--- config.mk ---
export PLATFORM = sky130hd
export DESIGN_NAME = hport_stsctl
export DESIGN_NICKNAME = d
export VERILOG_FILES = /design/src/rtl/hport_pkg.sv /design/src/rtl/hport_tmr.sv /design/src/rtl/hport_flags.sv /design/src/rtl/hport_stsctl.sv
export SDC_FILE = /design/constraint.sdc
export NUM_CORES = 1
export LEC_CHECK = 0
export BUFFER_PORTS_ARGS = -buffer_cell sky130_fd_sc_hd__buf_4
export CAP_MARGIN = 30
export CORE_ASPECT_RATIO = 0.8
export CORE_MARGIN = 3
export CORE_UTILIZATION = 46
export DETAILED_ROUTE_END_ITERATION = 8
export HOLD_SLACK_MARGIN = 0.03
export PLACE_DENSITY = 0.8
export SYNTH_ARGS = -nofsm -noshare
export SYNTH_HDL_FRONTEND = slang
export SYNTH_SLANG_ARGS = --single-unit
--- constraint.sdc ---
create_clock -name clk -period 1.82 [get_ports clk]
set_input_delay 0.273 -clock clk [delete_from_list [all_inputs] [get_ports clk]]
set_output_delay 0.273 -clock clk [all_outputs]
set_load 0.02 [all_outputs]
--- src/rtl/hport_pkg.sv ---
package hport_pkg;
  localparam int B_CCS = 0;
  localparam int B_CSC = 1;
  localparam int B_PE  = 2;
  localparam int B_PEC = 3;
  localparam int B_OCA = 4;
  localparam int B_OCC = 5;
  localparam int B_FPR = 6;
  localparam int B_SUS = 7;
  localparam int B_PR  = 8;
  localparam int B_OWN = 13;
  localparam int B_TST = 16;
  localparam int TST_W = 4;
  localparam int B_WKC = 20;
  localparam int B_WKD = 21;

  // sticky flag: forced zero first, then set beats a write-one clear
  function automatic logic w1c_next(input logic cur, input logic set,
                                    input logic clr, input logic zero);
    if (zero) return 1'b0;
    return set | (cur & ~clr);
  endfunction
endpackage

--- src/rtl/hport_tmr.sv ---
module hport_tmr #(
  parameter int LEN = 16
) (
  input  logic clk,
  input  logic rst_n,
  input  logic clr_i,
  input  logic run_i,
  output logic done_o
);
  localparam int CW = $clog2(LEN + 1);
  logic [CW-1:0] cnt;

  assign done_o = (cnt == CW'(LEN));

  always_ff @(posedge clk or negedge rst_n) begin
    if (!rst_n)                cnt <= '0;
    else if (clr_i)            cnt <= '0;
    else if (run_i && !done_o) cnt <= cnt + 1'b1;
  end

  p_cnt_range_r8: assert property (@(posedge clk) disable iff (!rst_n)
    cnt <= CW'(LEN));
endmodule

--- src/rtl/hport_flags.sv ---
module hport_flags #(
  parameter int N = 3
) (
  input  logic         clk,
  input  logic         rst_n,
  input  logic [N-1:0] set_i,
  input  logic [N-1:0] clr_i,
  input  logic [N-1:0] zero_i,
  output logic [N-1:0] q_o
);
  import hport_pkg::*;

  for (genvar i = 0; i < N; i++) begin : g_flag
    always_ff @(posedge clk or negedge rst_n) begin
      if (!rst_n) q_o[i] <= 1'b0;
      else        q_o[i] <= w1c_next(q_o[i], set_i[i], clr_i[i], zero_i[i]);
    end

    p_set_wins_r1: assert property (@(posedge clk) disable iff (!rst_n)
      (set_i[i] && !zero_i[i]) |=> q_o[i]);
    p_w0_keep_r12: assert property (@(posedge clk) disable iff (!rst_n)
      (!set_i[i] && !clr_i[i] && !zero_i[i]) |=> (q_o[i] == $past(q_o[i])));
  end
endmodule

--- src/rtl/hport_stsctl.sv ---
module hport_stsctl #(
  parameter int RST_CYC = 16,
  parameter int RES_CYC = 16
) (
  input  logic        clk,
  input  logic        rst_n,
  input  logic        wr_en,
  input  logic [31:0] wr_data,
  output logic [31:0] rd_data,
  input  logic        pwr_on,
  input  logic        line_conn,
  input  logic        oc_active,
  input  logic        jk_seen,
  input  logic        hs_detect,
  input  logic        cfg_flag,
  input  logic        hc_halted,
  output logic        chg_pulse,
  output logic        bus_reset_o,
  output logic        resume_drive_o,
  output logic        suspend_o
);
  import hport_pkg::*;

  localparam logic [31:0] OFF_MASK = (32'd1 << B_CSC) | (32'd1 << B_PE) |
    (32'd1 << B_PEC) | (32'd1 << B_FPR) | (32'd1 << B_SUS) | (32'd1 << B_PR) |
    (32'd1 << B_WKC) | (32'd1 << B_WKD);

  logic conn_q, oc_q, cfg_q, pe_q, pr_q, rel_q, fpr_q, ex_q, sus_q, own_q;
  logic wkc_q, wkd_q;
  logic [TST_W-1:0] tst_q;
  logic [2:0] flg_q;

  // named internal events
  logic conn_now, conn_chg, disc_fault, oc_chg, pr_start, rel_now, pr_end;
  logic rst_done, jk_acc, sw_fpr_set, fpr_exit_req, fpr_end, res_done;
  logic sw_pe_clr, sus_set, cfg_rise;

  assign conn_now     = pwr_on & line_conn;
  assign conn_chg     = conn_now ^ conn_q;
  assign disc_fault   = conn_q & ~conn_now & pe_q & pwr_on;
  assign oc_chg       = oc_active ^ oc_q;
  assign pr_start     = pwr_on & wr_en & wr_data[B_PR] & ~pr_q;
  assign rel_now      = rel_q | (wr_en & ~wr_data[B_PR]);
  assign pr_end       = pr_q & rel_now & rst_done & ~hc_halted;
  assign jk_acc       = pwr_on & jk_seen & sus_q & ~fpr_q;
  assign sw_fpr_set   = pwr_on & wr_en & wr_data[B_FPR] & ~fpr_q;
  assign fpr_exit_req = wr_en & ~wr_data[B_FPR] & fpr_q & ~ex_q;
  assign fpr_end      = ex_q & res_done;
  assign sw_pe_clr    = wr_en & ~wr_data[B_PE];
  assign sus_set      = pwr_on & wr_en & wr_data[B_SUS] & pe_q;
  assign cfg_rise     = cfg_flag & ~cfg_q;

  logic unused_bits;
  assign unused_bits = ^{wr_data[31:22], wr_data[15:14], wr_data[12:9],
                         wr_data[B_OCA], wr_data[B_CCS]};

  hport_tmr #(.LEN(RST_CYC)) u_rst_tmr (
    .clk(clk), .rst_n(rst_n), .clr_i(pr_start | ~pwr_on), .run_i(pr_q),
    .done_o(rst_done));

  hport_tmr #(.LEN(RES_CYC)) u_res_tmr (
    .clk(clk), .rst_n(rst_n), .clr_i(fpr_exit_req | ~pwr_on), .run_i(ex_q),
    .done_o(res_done));

  // flag order: 0 connect change, 1 enable change, 2 over-current change
  hport_flags #(.N(3)) u_flags (
    .clk(clk), .rst_n(rst_n),
    .set_i({oc_chg, disc_fault, conn_chg}),
    .clr_i(wr_en ? {wr_data[B_OCC], wr_data[B_PEC], wr_data[B_CSC]} : 3'b000),
    .zero_i({1'b0, ~pwr_on, ~pwr_on}),
    .q_o(flg_q));

  always_ff @(posedge clk or negedge rst_n) begin
    if (!rst_n) begin
      conn_q <= 1'b0; oc_q <= 1'b0; cfg_q <= 1'b0; chg_pulse <= 1'b0;
      pe_q <= 1'b0; pr_q <= 1'b0; rel_q <= 1'b0; fpr_q <= 1'b0;
      ex_q <= 1'b0; sus_q <= 1'b0; own_q <= 1'b1;
      tst_q <= '0; wkc_q <= 1'b0; wkd_q <= 1'b0;
    end else begin
      conn_q    <= conn_now;
      oc_q      <= oc_active;
      cfg_q     <= cfg_flag;
      chg_pulse <= jk_acc;
      // port enable: disconnect, reset start and power loss win
      if (sw_pe_clr) pe_q <= 1'b0;
      if (pr_end)    pe_q <= hs_detect;
      if (pr_start | disc_fault | ~pwr_on) pe_q <= 1'b0;
      // bus reset
      if (pr_start) begin
        pr_q <= 1'b1; rel_q <= 1'b0;
      end else if (pr_end) begin
        pr_q <= 1'b0; rel_q <= 1'b0;
      end else if (pr_q & wr_en & ~wr_data[B_PR]) begin
        rel_q <= 1'b1;
      end
      // resume
      if (jk_acc | sw_fpr_set) fpr_q <= 1'b1;
      if (fpr_exit_req) ex_q <= 1'b1;
      if (fpr_end) begin
        fpr_q <= 1'b0; ex_q <= 1'b0;
      end
      // suspend
      if (sus_set) sus_q <= 1'b1;
      if (fpr_end | pr_start | ~pwr_on) sus_q <= 1'b0;
      // owner
      if (wr_en)    own_q <= wr_data[B_OWN];
      if (cfg_rise) own_q <= 1'b0;
      if (!cfg_flag) own_q <= 1'b1;
      // test mode and wake enables
      if (wr_en) begin
        tst_q <= wr_data[B_TST +: TST_W];
        wkc_q <= wr_data[B_WKC];
        wkd_q <= wr_data[B_WKD];
      end
      if (!pwr_on) begin
        pr_q <= 1'b0; rel_q <= 1'b0; fpr_q <= 1'b0; ex_q <= 1'b0;
        wkc_q <= 1'b0; wkd_q <= 1'b0;
      end
    end
  end

  always_comb begin
    rd_data = '0;
    rd_data[B_CCS] = conn_q;
    rd_data[B_CSC] = flg_q[0];
    rd_data[B_PE]  = pe_q;
    rd_data[B_PEC] = flg_q[1];
    rd_data[B_OCA] = oc_q;
    rd_data[B_OCC] = flg_q[2];
    rd_data[B_FPR] = fpr_q;
    rd_data[B_SUS] = sus_q;
    rd_data[B_PR]  = pr_q;
    rd_data[B_OWN] = own_q;
    rd_data[B_TST +: TST_W] = tst_q;
    rd_data[B_WKC] = wkc_q;
    rd_data[B_WKD] = wkd_q;
  end

  assign bus_reset_o    = pr_q;
  assign resume_drive_o = fpr_q & ~ex_q;
  assign suspend_o      = sus_q;

  p_pe_from_reset_r2: assert property (@(posedge clk) disable iff (!rst_n)
    $rose(pe_q) |-> $fell(pr_q));
  p_pulse_hw_r5: assert property (@(posedge clk) disable iff (!rst_n)
    chg_pulse |-> (fpr_q && $past(sus_q)));
  p_sus_with_fpr_r6: assert property (@(posedge clk) disable iff (!rst_n)
    $fell(fpr_q) |-> !sus_q);
  p_reset_hold_r8: assert property (@(posedge clk) disable iff (!rst_n)
    ($fell(pr_q) && $past(pwr_on)) |-> ($past(rst_done) && !$past(hc_halted)));
  p_owner_held_r9: assert property (@(posedge clk) disable iff (!rst_n)
    !cfg_flag |=> rd_data[B_OWN]);
  p_off_zero_r11: assert property (@(posedge clk) disable iff (!rst_n)
    !pwr_on |=> ((rd_data & OFF_MASK) == 32'd0));
endmodule

# --- Word-level counts from Yosys, hierarchy flattened ---
# Index checks and enable logic that the tools add are counted.
classes:
  bitwise: 56
  n_addsub: 2
  n_div: 0
  n_reduce_logical: 8
  n_lt_le_gt_ge: 0
  multipliers: 0
  n_mux: 32
  n_eq_ne: 8
  shift: 0
ops:
  columns: ["op", "n"]
  rows:
  - ["$and A1 B1 Y1", 30]
  - ["$mux W1", 27]
  - ["$mux W5", 4]
  - ["$not A1 Y1", 13]
  - ["$or A1 B1 Y1", 11]
  - ["$add A5 B1 Y5 const B", 2]
  - ["$eq A5 B5 Y1 const B", 2]
  - ["$ne A3 B1 Y1 const B", 3]
  - ["$reduce_bool A2 Y1", 3]
  - ["$ne A4 B1 Y1 const B", 1]
  - ["$mux W3", 1]
  - ["$ne A3 B2 Y1 const B", 1]
  - ["$reduce_bool A3 Y1", 1]
  - ["$logic_and A1 B1 Y1", 2]
  - ["$logic_not A1 Y1", 2]
  - ["$ne A2 B2 Y1 const B", 1]
  - ["$xor A1 B1 Y1", 2]
word_totals:
  n_memories: 0
  rom_bits: 0
  reg_bits: 30
  ram_bits: 0
  latchBits: 0

# --- Depth between registers and ports, before layout ---
# Gate-level depths: netlist of run 1.
depth:
  ltp_word: 9
  mapped_depth: 6
  depth_no_buf: 6

# --- Cells and area by module ---
# Synthesis of run 1 repeated with hierarchy kept, for this count alone.
unflattened:
  cells_unflattened: 161
  hier_area_um2: 1679.1
modules_own_cells:
  columns: ["module", "area_per_inst_um2", "instances", "cells_per_inst"]
  rows:
  - ["hport_stsctl", 964.7, 1, 95]
  - ["hport_tmr", 280.3, 2, 27]
  - ["hport_flags", 153.9, 1, 12]

# --- Worst setup path after synthesis of run 1 ---
# No wires, ideal clock.
synth_path:
  path_kind: "flip-flop to flip-flop"
  start: "register u_rst_tmr.cnt[0]"
  end: "register pe_q"
  slack_ps: 492
  n_path_buf: 0
  required_ps: 1716
  synth_period_minus_slack_ps: 1328
  stages_incl_launch_ff: 7
  t_arrival_ps: 1224
  cell_sequence: "dfrtp_1 inv_1 ha_1 nand4bb_4 nor2_2 o2111ai_1 a221oi_1"
synth_between:
  elab_chain_cells: 5
  elab_cells_between_ends: 6
  classes_between: "eq/ne: 1; mux: 2; bitwise: 2; reduce/logical: 1"
synth_rtl:
  columns: ["element", "line_no", "rtl"]
  rows:
  - ["from (decl)", "hport_tmr.sv:11", "logic [CW-1:0] cnt;"]
  - ["from (signal assigned)", "hport_tmr.sv:18", "else if (run_i && !done_o) cnt <= cnt + 1'b1;"]
  - ["$eq A5 B5 Y1 *", "hport_tmr.sv:13", "assign done_o = (cnt == CW'(LEN));"]
  - ["$and A1 B1 Y1 * (2 in series)", "hport_stsctl.sv:44", "assign pr_end = pr_q & rel_now & rst_done & ~hc_halted;"]
  - ["$mux W1", "hport_stsctl.sv:86", "if (pr_end) pe_q <= hs_detect;"]
  - ["$mux W1", "hport_stsctl.sv:87", "if (pr_start | disc_fault | ~pwr_on) pe_q <= 1'b0;"]
  - ["to (signal assigned)", "hport_stsctl.sv:86", null]
  - ["to (decl)", "hport_stsctl.sv:28", "logic conn_q, oc_q, cfg_q, pe_q, pr_q, rel_q, fpr_q, ex_q, sus_q, own_q;"]
# Mark *: on every way between the ends. The rest lies on a longest branch, timed or not.
# A chain may end at the register's enable or synchronous reset.

# --- Final worst setup path of run 1 ---
# Same ends and word-level chain as after synthesis.

==> results of run 1 <==
-- cell usage after synthesis --
cell       count
a21boi_1       1
nor2_1         8
nor3b_1        2
buf_6          1
nand4bb_1      1
mux2_2         4
a41oi_1        1
nand2b_1       2
nor2b_1        4
nand3b_1       2
o21ai_1        2
xnor2_1        3
xor2_1         6
o21ai_0        1
nor2b_4        1
inv_1          7
mux2i_1        3
a21oi_1        6
nor2_2         1
or2_1          2
clkbuf_1       1
nand2_1       15
nand4bb_4      1
o2111ai_1      1
ha_1           5
o311a_2        1
nand3_1        4
a22oi_1        1
buf_2          1
o311ai_1       1
nand4_1        4
conb_1         1
dfrtp_1       29
a221oi_1       1
dfstp_2        1
a21boi_0       1
buf_4         26
-- state kept, by name (all words and copies together) (netlist names) --
| register | flops |
|---|---|
| u_res_tmr.cnt | 5 |
| u_rst_tmr.cnt | 5 |
| tst_q | 4 |
| u_flags.q_o | 3 |
| bus_reset_o | 1 |
| cfg_q | 1 |
| chg_pulse | 1 |
| conn_q | 1 |
| ex_q | 1 |
| fpr_q | 1 |
| oc_q | 1 |
| own_q | 1 |
| pe_q | 1 |
| rel_q | 1 |
| suspend_o | 1 |
| wkc_q | 1 |
| wkd_q | 1 |
-- critical path, stage by stage, from the launching register on --
cell and delay, ns:
dfrtp_1 0.39, inv_1 0.10, ha_1 0.20, nand4bb_4 0.17, nor2_2 0.13, o2111ai_1 0.14, a221oi_1 0.26
-- repair_timing --
item,in CTS,in global routing
resized for setup,0,0
hold buffers,1,0
buffers inserted,0,0
hold endpoints to repair,29,0
-- cell usage in the layout, fill, tap and decap left out, drive strengths merged, types with 4 or more instances in the layout --
cell and count:
clkbuf 7, inv 7, nor2 9, nor2b 5, ha 5, dfrtp 29, nand2 15, nand3 4
a21oi 6, nand4 4, conb 16, buf 43, xor2 6, mux2 4
-- final cells by class --
cell class | count | area share, %
clock inverters | 1 | 0.2616
inverters | 7 | 1.373
multi-input cells | 101 | 34.53
repair buffers | 44 | 17.40
clock buffers | 7 | 4.513
well taps | 40 | 2.616
flip-flops and latches | 30 | 39.31
-- routing by layer --
layer  GRT usage [%]  share of wire (%)  up-vias  wire length (microns)
met2           27.62                 51       52                   1596
met3           5.973                9.6        2                    302
li1                -                  -      541                      -
met4           6.434               0.67        0                     21
met1           18.40                 39      558                   1233
met5               0                  0        -                      0
-- path summary, 6_finish.rpt --
check,startpoint,cells after the start,slack (ns),endpoint
worst max-delay path,u_rst_tmr.cnt[0],6,0.33,pe_q
worst min register to register,u_flags.q_o[2],2,0.47,u_flags.q_o[2]
worst max register to register,u_rst_tmr.cnt[0],6,0.33,pe_q
max in group asynchronous,rst_n,2,1.04,own_q
worst min-delay path,cfg_flag,1,0.11,cfg_q
min in group asynchronous,rst_n,2,0.46,u_rst_tmr.cnt[1]
-- report_power, final --
group	switching, mW	leakage [nW]	internal, mW	total, mW
Sequential	0.0216	0.392	0.696	0.718
Clock	0.238	0.0482	0.304	0.542
Combinational	0.135	0.490	0.0993	0.235
Total	0.395	0.930	1.10	1.49
-- cells by family after synthesis --
group	Yosys count	synth area share [%]
compound gates	17	7.127
mux	7	4.698
buf+inv	36	15.11
other cells	1	0.2347
xor+xnor	9	4.934
flops	30	47.06
fa+ha+maj	5	3.915
simple gates	47	16.91
-- through the flow --
step | hold slack, ns | power, mW | setup slack [ns] | utilization (%) | area (sq um)
detailed placement | 0.2235 | 0.9642 | 0.3333 | 56.65 | 1812
finish | 0.1127 | 1.494 | 0.3278 | 59.82 | 1913
global placement | 0.2126 | 0.9549 | 0.3998 | 56.65 | 1812
CTS | 0.1054 | 1.516 | 0.3115 | 59.82 | 1913
global route | 0.1055 | 1.563 | 0.1692 | 59.82 | 1913
floorplan | -0.02259 | 0.8962 | 0.4921 | - | 1654
==> flow_summary.ini, run 1 <==
[clock_tree]
cts_made_buffers = 5
h-tree-depth = 2
clkTransAtPathRegs_ns = 0.06
clk_latency_ns = 0.28
root_buffer = clkbuf_8
cts_sinks = 30
cts_tree = yes
clk_path_buf_depth = 2

[global_routing]
grt_pass1_vias = 1202
grt.total_usage_pct = 16.12
antenna_found_initial = 0
grt_max_degree = 31
grt_pass1_wl_mm = 5.195
grt_overflow = 0

[place]
placed_cells = 221
portBuffers = 43
place.gp.congestion = 0.7748
hpwl_mm = 2.370

[route]
vias_per_cell = 5.013
wl_per_cell_microns = 13.71
wl_mm = 3.153
drc_errors = 0
dr.pass1.iters = 4
vias = 1153
final_antenna_net_count = 0
drt-initial-drc-count = 49

[synthesis]
yosysTopAreaCell = dfrtp_1
netlist_instances = 152
synth_top_area_share_pct = 45.42
syn_area_sq_um = 1598
yosysWarnings = 0
ys_ff_latch = 30
ys_seq_area_share_pct = 47.06
avgSynthCellArea_sq_um = 10.51
ys_types = 37
synth.area.top_cells = dfrtp_1 (45%), buf_4 (12%), ha_1 (3.9%), nand2_1 (3.5%), xor2_1 (3.3%)

[sta]
rsz0062_at_grt = false
finClkSkew_ns = 0.005887
maxSlewViolCount = 0
post-route-period-util_pct = 81.99
timing.setup.tns_ns = 0
finalSetupViolCount = 0
worstMarginPinSlew_ns = 0.5037
fin_crit_ns = 1.492
fmax_ghz = 0.6701
hold_viol = 0
slew_headroom_pct = 66.19

[worst_setup_path]
critical_path_required_ns = 2.00
critPathArrivalTime_ns = 1.67
critPathCaptureType = register
crit_type = register to register
start_kind = register
path_max_fanout = 6

[floorplan]
fp.dieH_microns = 58.72
coreArea_sq_um = 3198
fp.dieW_microns = 71.89
initial_core_util_pct = 49.96
die-area_sq_um = 4221
pin_count = 78
rows = 18

[finish]
finalNonFillerCells = 230
seqCellArea_sq_um = 752.0
antenna_cells = 0
drive_above_1_share_pct = 31.05
multi_input_area_sq_um = 660.6
fin_nets = 236
fillers = 275
syn_to_final_growth_pct = 19.73

[power_and_ir_drop]
cellLeakagePower_nw = 0.9303
peakVddDrop_uv = 564.1
p_per_area_nw_per_um2 = 781.1

[worst_hold_path]
hp-class = primary input to register

[outcome]
status = finished, final reports clean

[flow_run]
drv_cap = 0
(Power assumes the default switching activity.)
==> run 2: changes to the inputs <==
Clock period 1.82 ns to 1.44 ns, I/O delays scaled along.
==> run 2 against run 1 <==
  * Critical path depth down 1
  * Count of clock-buffer cells in the layout is the same
  * Hold slack worse by 0.057 ns
  * Sequential share of layout area fell by 1.5 points
  * Core utilization increased by 2.4 points
  * Global-route usage grew 1.0 points
  * Setup slack worse by 0.25 ns
  * Via count rose by 2.3%
  * Critical endpoint is now bus_reset_o
  * Non-clock buffer count rose by 6
==> flow_summary.ini, run 2 (synthesized netlist as in run 1, its figures left out) <==
[outcome]
status = finished, final reports clean

[sta]
finalSetupViolCount = 0
fmax_ghz = 0.7316
maxSlewViolCount = 0
finClkSkew_ns = 0.006132
post-route-period-util_pct = 94.92
fin_crit_ns = 1.367
hold_viol = 0

[worst_setup_path]
crit_family = flip-flops
start_kind = register
path_max_fanout = 4
crit_type = register to register
worstPathCellList = inv_2, ha_4, nand4bb_4, buf_4, o311a_2
path_buf_inv = 2
crit_slowest_cell = dfrtp_1
slowest_delay_ns = 0.39
critical_path_required_ns = 1.60
critPathCaptureType = register
critPathArrivalTime_ns = 1.53

[clock_tree]
h-tree-depth = 2
clk_path_buf_depth = 2
cts_made_buffers = 5
root_buffer = clkbuf_8
clk_latency_ns = 0.28
cts_sinks = 30
cts_tree = yes
clkTransAtPathRegs_ns = 0.06

[power_and_ir_drop]
peakVddDrop_uv = 804.2
p_total_mw = 1.909
p_per_area_nw_per_um2 = 959.5
cellLeakagePower_nw = 0.9603

[finish]
syn_to_final_growth_pct = 24.51
antenna_cells = 0
multi_input_area_sq_um = 691.9
fin_nets = 242
utilization_pct = 62.21
drive_above_1_share_pct = 36.22
seqCellArea_sq_um = 752.0
final_common_cell = buf_4
final_cell_mix = buf_4 (49), dfrtp_1 (29), conb_1 (16), nand2_1 (15), nor2_1 (8)
reg.largest.list = u_res_tmr.cnt x5, u_rst_tmr.cnt x5, tst_q x4
fillers = 271

[route]
vias = 1180
drt-initial-drc-count = 98
final_antenna_net_count = 0
dr.pass1.iters = 4
wl_per_cell_microns = 13.67
drc_errors = 0
wl_mm = 3.225
vias_per_cell = 5.000

[global_routing]
grt_max_degree = 31
grt_overflow = 0
antenna_found_initial = 0
grt_pass1_wl_mm = 5.582
grt_pass1_vias = 1258
grt.total_usage_pct = 17.14

[worst_hold_path]
hp-class = primary input to register

[floorplan]
rows = 18
die-area_sq_um = 4221
coreArea_sq_um = 3198
fp.dieW_microns = 71.89
pin_count = 78
initial_core_util_pct = 49.96
fp.dieH_microns = 58.72

[place]
hpwl_mm = 2.429
portBuffers = 43
place.gp.congestion = 0.7653

[flow_run]
drv_cap = 0
[run 2: metal layers]
layer | wire length (microns) | track usage [%] | up-vias
met1 | 1259 | 20.11 | 574
met4 | 40 | 7.507 | 0
met5 | 0 | 0 | -
met3 | 319 | 6.314 | 4
met2 | 1605 | 28.40 | 51
li1 | - | - | 551
[run 2: power breakdown]
part	switching [mW]	internal, mW	total, mW
Clock	0.303	0.385	0.688
Combinational	0.177	0.137	0.314
Sequential	0.0272	0.880	0.907
[run 2: what timing repair did]
action	in CTS	in global routing
setup buffers	2	1
hold buffers	1	0
hold endpoints to repair	29	0
pin swaps	3	3
gates resized for setup	1	6
setup endpoints to repair	1	9
[run 2: layout make-up]
class / count / area share, %
Clock buffer: 7 / 4.340
Clock inverter: 1 / 0.2516
Inverter: 7 / 1.321
Multi-Input combinational cell: 101 / 34.78
Sequential cell: 30 / 37.80
Tap cell: 40 / 2.516
Timing Repair Buffer: 50 / 18.99
[run 2: worst reg2reg max path, delay by kind of cell, from the launching register on]
kind | cells | cell delay (ns)
buf+inv | 2 | 0.24
fa+ha+maj | 1 | 0.14
compound gates | 1 | 0.35
simple gates | 1 | 0.14
flops | 1 | 0.39
[run 2: path summary, 6_finish.rpt]
check	from	cells past startpoint	slack, ns	endpoint
max	u_rst_tmr.cnt[1]	5	0.07	bus_reset_o
min	cfg_flag	1	0.06	cfg_q
max reg2reg	u_rst_tmr.cnt[1]	5	0.07	bus_reset_o
min reg2reg	u_flags.q_o[2]	2	0.47	u_flags.q_o[2]
max in group asynchronous	rst_n	2	0.71	own_q
min in group asynchronous	rst_n	2	0.40	bus_reset_o
[run 2: stage by stage]
stage / hold WS, ns / cells / TNS [ns] / worst slack, ns / instance area (sq um)
5_1_grt: 0.04961 / 236 / -0.003176 / -0.003176 / 1989
2_1_floorplan: -0.07959 / 167 / 0 / 0.1121 / 1654
3_5_place_dp: 0.1648 / 224 / -0.01808 / -0.01808 / 1834
6_report: 0.05606 / 236 / 0 / 0.07315 / 1989
4_1_cts: 0.04624 / 235 / 0 / 0.01059 / 1953
3_3_place_gp: 0.1551 / 224 / 0 / 0.02991 / 1834
==> run 3: changes to the inputs <==
Settings changed: PLACE_DENSITY 0.8 to 0.79, SYNTH_HIERARCHICAL set to 1.
==> run 3 against run 2 <==
  * Clock skew decreased by 0.0036 ns
  * Sequential cell count unchanged
  * Synthesized area increased by 5.1%
  * Largest power group unchanged
  * The run now ends with negative setup slack left
  * Global-route usage decreased by 1.1 points
  * Count of clock-buffer cells in the layout unchanged
  * Clock power decreased by 2%
==> flow_summary.ini, run 3 <==
[worst_setup_path]
r2r_start = u_rst_tmr/cnt[0]
critical_path_required_ns = 1.64
r2r_cells = 6
start_kind = register
path_max_fanout = 4
r2r_end = pe_q
regToRegSetupSlack_ns = -0.02
crit_type = register to register
critPathArrivalTime_ns = 1.66
critPathCaptureType = register

[synthesis]
synth.area.top_cells = dfrtp_1 (43%), buf_4 (12%), mux2_2 (4.0%), ha_1 (3.7%), mux2i_1 (3.0%)
yosysWarnings = 6
avgSynthCellArea_sq_um = 10.43
ys_seq_area_share_pct = 44.78
synth.top_cells.by_count = dfrtp_1 (29), buf_4 (26), inv_1 (13), nor2_1 (13), nand2_1 (10)
async_flop_share_pct = 100.0
synth_edf_count = 0
syn_area_sq_um = 1679
synthFlopType = dfrtp_1
ys_types = 33
ys_ff_latch = 30
synthMostInstantiatedCell = dfrtp_1
yosysTopAreaCell = dfrtp_1
synth_top_area_share_pct = 43.22
netlist_instances = 161

[floorplan]
initial_core_util_pct = 51.07
pin_count = 78
fp.dieH_microns = 60.04
rows = 18
fp.dieW_microns = 73.55
die-area_sq_um = 4416
coreArea_sq_um = 3288

[route]
wl_mm = 3.342
vias_per_cell = 4.875
final_antenna_net_count = 0
wl_per_cell_microns = 13.00
dr.pass1.iters = 4
vias = 1253
drc_errors = 0
drt-initial-drc-count = 43

[clock_tree]
cts_sinks = 30
clk_path_buf_depth = 2
clk_latency_ns = 0.27
h-tree-depth = 2
cts_tree = yes
cts_made_buffers = 5
clkTransAtPathRegs_ns = 0.06
root_buffer = clkbuf_8

[finish]
syn_to_final_growth_pct = 27.94
fillers = 263
antenna_cells = 0
final_common_cell = buf_4
design_area_sq_um = 2148
drive_above_1_share_pct = 40.55
seqCellArea_sq_um = 752.0
final_cell_mix = buf_4 (58), dfrtp_1 (29), conb_1 (17), nor2_1 (13), inv_1 (12)
multi_input_area_sq_um = 760.7
fin_nets = 263
reg.largest.list = u_res_tmr/cnt x5, u_rst_tmr/cnt x5, tst_q x4

[global_routing]
grt_overflow = 0
antenna_found_initial = 0
grt_max_degree = 31
grt_pass1_vias = 1273
grt_pass1_wl_mm = 5.326
grt.total_usage_pct = 16.05

[worst_hold_path]
holdPathStages = 1
hold_path_end = cfg_q
hp-class = primary input to register
hold_path_startpoint = cfg_flag

[power_and_ir_drop]
p_total_mw = 1.932
cellLeakagePower_nw = 1.092
p_per_area_nw_per_um2 = 899.5
peakVddDrop_uv = 711.8

[sta]
maxSlewViolCount = 0
finalSetupViolCount = 1
finClkSkew_ns = 0.002493
fmax_ghz = 0.6863
hold_viol = 0
rsz0062_at_grt = true
finalWorstSetupSlack_ns = -0.01702
post-route-period-util_pct = 101.2
fin_crit_ns = 1.457

[place]
place.gp.congestion = 0.8198
portBuffers = 43
hpwl_mm = 2.637
dpl_cell_area_sq_um = 2012
place_ws_ns = -0.03281

[outcome]
status = complete, but fails checks
violations = negative setup slack

[flow_run]
drv_cap = 0
-- run 3: cell count changes in the layout (fill, tap and decap cells not counted), sizes merged, moves of 3 or more --
| cell | change |
|---|---|
| a21oi | +3 |
| and2 | +3 |
| buf | +9 |
| inv | +6 |
| nand2 | -5 |
| nand2b | +7 |
| nand3 | -4 |
| nor2 | +4 |
| nor3 | +3 |
| xnor2 | -3 |
-- run 3: area by class of cell --
cell class | count | area share (%)
multi-input cells | 107 | 35.41
inverters | 13 | 2.271
well taps | 40 | 2.330
repair buffers | 59 | 20.73
clock inverters | 1 | 0.2330
flip-flops and latches | 30 | 35.00
clock buffers | 7 | 4.019
-- run 3: what timing repair did --
item,CTS,global route
hold buffers,1,0
setup endpoints to repair,1,6
buffers inserted,0,2
gates resized for setup,2,2
endpoints found under the hold margin,29,0
-- run 3: stage by stage --
step | std cells | hold slack [ns] | setup TNS (ns) | util [%]
after global routing | 257 | 0.04190 | -0.1174 | 65.33
after detailed placement | 246 | 0.1614 | -0.03281 | 61.19
after CTS | 255 | 0.04721 | -0.01802 | 64.61
after floorplan | 177 | -0.07959 | 0 | -
after global placement | 246 | 0.1638 | -0.01286 | 61.19
final | 257 | 0.05295 | -0.01702 | 65.33
-- run 3: layer usage --
layer / track usage [%] / wire length, microns
met1: 19.19 / 1442
met4: 5.426 / 45
met2: 26.89 / 1545
met5: 0 / 0
met3: 5.714 / 309
-- run 3: how the worst max path moves through the flow --
stage,start,end,slack (ns),cells past startpoint
3_3_place_gp,u_rst_tmr/cnt[0],pe_q,-0.01,6
6_report,u_rst_tmr/cnt[0],pe_q,-0.02,6
3_5_place_dp,u_rst_tmr/cnt[0],pe_q,-0.03,6
5_1_grt,u_rst_tmr/cnt[0],pe_q,-0.08,6
4_1_cts,u_rst_tmr/cnt[0],pe_q,-0.02,6
2_1_floorplan,u_rst_tmr/cnt[0],pe_q,0.02,6
-- run 3: worst max-delay path: stages (launching register included) --
cell and delay (ns):
dfrtp_1 0.39, inv_2 0.06, ha_1 0.13, and4bb_4 0.28, o2111ai_4 0.15, a211o_1 0.26
a21oi_2 0.12
-- run 3: where the power goes --
part / switching [mW] / internal (mW) / total, mW
registers: 0.0237 / 0.880 / 0.904
clock network: 0.292 / 0.384 / 0.677
logic: 0.192 / 0.160 / 0.352
total: 0.508 / 1.42 / 1.93
-- run 3: kinds of logic after synthesis --
family	Yosys count	share of synthesized area, %
other	1	0.2233
buffers and inverters	40	14.83
DFF	30	44.78
and+or+nand+nor	53	19.60
muxes	11	7.004
adders and majority gates	5	3.726
xor gates and xnor gates	5	2.608
AOI/OAI and AO/OA	16	7.228
